**src/rtl/hecc_chunk_gen.sv**
```systemverilog
module hecc_chunk_gen #(
  parameter int CHUNK = 256
) (
  input  logic                            clk,
  input  logic                            rst_n,
  input  logic                            clr,
  input  logic                            byte_vld,
  input  logic [7:0]                      byte_in,
  output logic [6+2*$clog2(CHUNK)-1:0]    par_word,
  output logic                            chunk_done,
  output logic                            ecc_vld,
  output logic [7:0]                      ecc_byte
);
  localparam int AW = $clog2(CHUNK);
  localparam int PW = 6 + 2*AW;
  localparam int SB = (PW + 2 + 7) / 8;
  localparam int SW = 8*SB;
  localparam int EW = $clog2(SB + 1);

  logic [AW-1:0]   idx;
  logic [5:0]      col_acc, col_in;
  logic [2*AW-1:0] lin_acc, lin_in;
  logic [EW-1:0]   ems;
  logic [SW-1:0]   stored;
  logic            bp;

  assign bp = ^byte_in;

  always_comb begin
    col_in = '0;
    for (int c = 0; c < 3; c++)
      for (int k = 0; k < 8; k++)
        if (byte_in[k]) col_in[2*c + ((k >> c) & 1)] ^= 1'b1;
  end

  always_comb begin
    lin_in = '0;
    for (int j = 0; j < AW; j++)
      lin_in[2*j + int'(idx[j])] = bp;
  end

  always_ff @(posedge clk or negedge rst_n) begin
    if (!rst_n) begin
      idx        <= '0;
      col_acc    <= '0;
      lin_acc    <= '0;
      par_word   <= '0;
      chunk_done <= 1'b0;
      ems        <= '0;
    end else if (clr) begin
      idx        <= '0;
      col_acc    <= '0;
      lin_acc    <= '0;
      chunk_done <= 1'b0;
      ems        <= '0;
    end else begin
      chunk_done <= 1'b0;
      if (ems != '0) ems <= ems - EW'(1);
      if (byte_vld) begin
        if (idx == AW'(CHUNK-1)) begin
          par_word   <= {lin_acc ^ lin_in, col_acc ^ col_in};
          col_acc    <= '0;
          lin_acc    <= '0;
          idx        <= '0;
          chunk_done <= 1'b1;
          ems        <= EW'(SB);
        end else begin
          col_acc <= col_acc ^ col_in;
          lin_acc <= lin_acc ^ lin_in;
          idx     <= idx + AW'(1);
        end
      end
    end
  end

  assign stored  = ~(SW'({par_word, 2'b00}));
  assign ecc_vld = (ems != '0);

  always_comb begin
    ecc_byte = 8'h00;
    if (ems != '0) ecc_byte = 8'(stored >> (8*(int'(ems) - 1)));
  end

  function automatic logic pairs_agree(input logic [PW-1:0] w);
    logic ref_bit;
    ref_bit = w[0] ^ w[1];
    pairs_agree = 1'b1;
    for (int p = 1; p < PW/2; p++)
      if ((w[2*p] ^ w[2*p+1]) != ref_bit) pairs_agree = 1'b0;
  endfunction


  done_pulse_chk: assert property (@(posedge clk) disable iff (!rst_n)
    chunk_done |=> !chunk_done);

  emit_start_chk: assert property (@(posedge clk) disable iff (!rst_n)
    chunk_done |-> ecc_vld);

  clr_cancel_chk: assert property (@(posedge clk) disable iff (!rst_n)
    clr |=> (!chunk_done && !ecc_vld));

  idle_hold_chk: assert property (@(posedge clk) disable iff (!rst_n)
    (!byte_vld && !clr) |=> $stable(par_word));

  pair_sum_chk: assert property (@(posedge clk) disable iff (!rst_n)
    chunk_done |-> pairs_agree(par_word));
endmodule

```
**config.mk**
```make
export PLATFORM = sky130hd
export DESIGN_NAME = hecc_chunk_gen
export DESIGN_NICKNAME = d
export VERILOG_FILES = /design/src/rtl/hecc_chunk_gen.sv
export SDC_FILE = /design/constraint.sdc
export NUM_CORES = 1
export LEC_CHECK = 0
export ABC_AREA = 1
export ABC_CLOCK_PERIOD_IN_PS = 2350
export BUFFER_PORTS_ARGS = -buffer_cell sky130_fd_sc_hd__buf_2
export CORE_MARGIN = 5
export CORE_UTILIZATION = 40
export DETAILED_ROUTE_END_ITERATION = 10
export SYNTH_ARGS = -nofsm -noshare
export SYNTH_HDL_FRONTEND = slang
export SYNTH_SLANG_ARGS = --single-unit
```
**constraint.sdc**
```tcl
create_clock -name clk -period 2.35 [get_ports clk]
set_input_delay 0.3525 -clock clk [delete_from_list [all_inputs] [get_ports clk]]
set_output_delay 0.3525 -clock clk [all_outputs]
set_load 0.01 [all_outputs]
```
==> flow_metrics.env <==
export IMPL_clock_skew_ns=0.00751
export IMPL_clk_pin_slew_ns=0.09
export IMPL_grt_pass1_vias=2526
export IMPL_layout_worst_path_cycle_share_pct=94.6
export IMPL_diodes=0
export IMPL_crit_arrival_ns=1.87
export IMPL_clockBufferDepth=2
export IMPL_fp_row_count=32
export IMPL_power_density_nw_per_um2=538
export IMPL_critPathCaptureType="output pin"
export IMPL_synth_area_sq_um=3100
export IMPL_nets=472
export IMPL_drt_wl_total_mm=7.77
export IMPL_wl_per_cell_microns=13.9
export IMPL_grt_max_degree=39
export IMPL_startpoint_type="flop"
export IMPL_yosys_warnings=0
export IMPL_die_h_microns=98.1
export IMPL_p_total_mw=1.88
export IMPL_cts_root_buf="clkbuf_8"
export IMPL_wl_met3_microns=474
export IMPL_p_leak_nw=1.89
export IMPL_antenna_found_initial=0
export IMPL_hold_viol=0
export IMPL_htree_levels=2
export IMPL_synth_edf_count=0
export IMPL_drive_gt1_share_pct=16.7
export IMPL_hold_buffers=0
export IMPL_min_path_type="in -> async"
export IMPL_numCtsBuffers=5
export IMPL_initial_core_util_pct=40.6
export IMPL_critPathRequiredTime_ns=2.00
export IMPL_criticalPathCategory="reg -> out"
export IMPL_dieArea_sq_um=9620
export IMPL_io_pins=44
export IMPL_io_buffers=43
export IMPL_drtAntennaViolNets=0
export IMPL_fin_crit_ns=2.22
export IMPL_avgSynthCellArea_sq_um=7.51
export IMPL_drt_first_pass_iters=4
export IMPL_clock_sinks=55
export IMPL_tns_ns=0
export IMPL_vias_per_cell=4.90
export IMPL_ys_flop_type="dfrtp_1"
export IMPL_setup_viol=0
export IMPL_drc_errors=0
export IMPL_maxCapViolCount=0
export IMPL_m1WireLength_mm=3.69
export IMPL_syn_to_final_growth_pct=12.8
export IMPL_yosys_register_bits=55
export IMPL_tightest_slew_ns=0.848
export IMPL_synth_distinct_cells=29
export IMPL_yosysSeqAreaShare_pct=44.4
export IMPL_syn_nets=430
export IMPL_synth_top_cell_area_share_pct=44.4
export IMPL_r2r_cells=8
export IMPL_grt_use_total_pct=16.3
export IMPL_max_slew_margin_pct=43.5
export IMPL_via_count=2733
export IMPL_synth_common_cells="nand2_1, nand3_1, dfrtp_1"
export IMPL_synth_area_leaders="dfrtp_1, nand2_1, nand3_1, inv_1, xor2_1"
export IMPL_vdd_drop_max_mv=0.262
export IMPL_syn_inst=413
export IMPL_cts_tree="built"
export IMPL_gp_congestion=0.855
export IMPL_async_flop_share_pct=100
export IMPL_outcome="finished, final reports clean"
export IMPL_fmax_ghz=0.450
export IMPL_die_x_microns=98.1
export IMPL_synth_most_common_cell="nand2_1"
export IMPL_drt_iter0_markers=143
export IMPL_clk_latency_ns=0.31
export IMPL_met2_length_mm=3.55
export IMPL_topRoutingLayerUsed="met4"
export IMPL_hpwlAfterDp_mm=5.73
export IMPL_rsz0062_at_grt="false"
export IMPL_grt_pass1_wl_mm=12.7
export IMPL_yosys_area_top_type="dfrtp_1"
export IMPL_drv_slew=0
export IMPL_cp_max_fo=9
export IMPL_overflow=0
export IMPL_core_sq_um=7650
## critical path: stages, from the launching register on
cell and delay (ns):
dfrtp_2 0.47, clkinvlp_4 0.17, ha_1 0.21, or2_2 0.34, a211oi_1 0.22, buf_2 0.16
## sequential cells by signal (all words and copies together), names as in the netlist
| register | flops |
|---|---|
| col_acc | 6 |
| ems | 2 |
| lin_acc | 16 |
| chunk_done | 1 |
| par_word | 22 |
| idx | 8 |
## cell type report
| type | instances | area [sq um] |
|---|---|---|
| clock inverter | 3 | 15.0 |
| fill | 791 | 4150 |
| multi-input combinational | 293 | 1450 |
| clock buffer | 5 | 68.8 |
| tap | 102 | 128 |
| inverter | 50 | 194 |
| sequential | 55 | 1380 |
| timing repair buffer | 50 | 268 |
## kinds of logic (layout without fill, tap and decap cells)
family | after synthesis | count (layout) | share of synthesized area [%]
XOR/XNOR | 17 | 17 | 4.80
adder cells (fa/ha/maj) | 5 | 5 | 2.02
AO/OA/AOI/OAI | 30 | 30 | 5.77
buffers and inverters | 65 | 108 | 9.31
AND/OR/NAND/NOR | 241 | 241 | 33.8
flip-flops | 55 | 55 | 44.4
## what timing repair did
item	4_1_cts	5_1_grt
gates cloned	0	0
resized for setup	1	3
setup buffers	0	1
endpoints found under the setup margin	7	8
## per-layer routing
layer,track usage [%],vias to the layer above
li1,-,1395
met1,23.6,1272
met2,25.5,60
met3,3.14,6
met4,2.88,0
met5,0,-
## power breakdown
part	internal [mW]	leakage [nW]	total, mW	switching [mW]
clock network	0.205	0.0477	0.510	0.305
logic	0.110	1.11	0.332	0.222
registers	1.00	0.731	1.04	0.0425
## final timing paths
path	startpoint	slack, ns	endpoint
max	ems[0]$_DFF_PN0_	0.13	ecc_byte[0]
min	rst_n	0.14	par_word[3]$_DFFE_PN0P_
min reg2reg	lin_acc[9]$_DFFE_PN0P_	0.51	lin_acc[9]$_DFFE_PN0P_
max in group asynchronous	rst_n	1.52	idx[7]$_DFFE_PN0P_
max reg2reg	idx[0]$_DFFE_PN0P_	0.33	col_acc[5]$_DFFE_PN0P_
min in group clk	byte_vld	0.33	idx[6]$_DFFE_PN0P_
## metrics by stage
step	std cells	hold WS [ns]	cell area, sq um	worst slack [ns]	utilization (%)
6_report	558	0.141	3500	0.127	45.8
3_3_place_gp	549	0.484	3390	0.322	44.4
4_1_cts	557	0.158	3480	0.0307	45.5
3_5_place_dp	549	0.489	3390	0.306	44.4
5_1_grt	558	0.214	3500	0.00189	45.8
2_1_floorplan	413	0.0569	3100	0.0347	-
## layout by cell type, fill, tap and decap left out
| master | count |
|---|---|
| clkinvlp_4 | 1 |
| xor2_1 | 12 |
| a21oi_1 | 2 |
| o21ai_0 | 11 |
| o22ai_1 | 8 |
| nor2_4 | 1 |
| nor3_1 | 6 |
| a211oi_1 | 2 |
| inv_2 | 3 |
| or2_2 | 1 |
| a31oi_1 | 5 |
| dfrtp_2 | 1 |
| nand2_1 | 141 |
| ha_1 | 4 |
| nand4_2 | 1 |
| buf_2 | 43 |
| nor2_1 | 17 |
| nand2_2 | 4 |
| nand3_1 | 66 |
| nor2_8 | 1 |
| dfrtp_1 | 54 |
| clkbuf_8 | 5 |
| xnor2_1 | 5 |
| inv_4 | 1 |
| o21ai_2 | 2 |
| clkinv_2 | 3 |
| ha_4 | 1 |
| nor2_2 | 1 |
| nand4_1 | 2 |
| inv_1 | 45 |
| buf_4 | 7 |
Note: power is estimated with default switching activity, not from simulation.
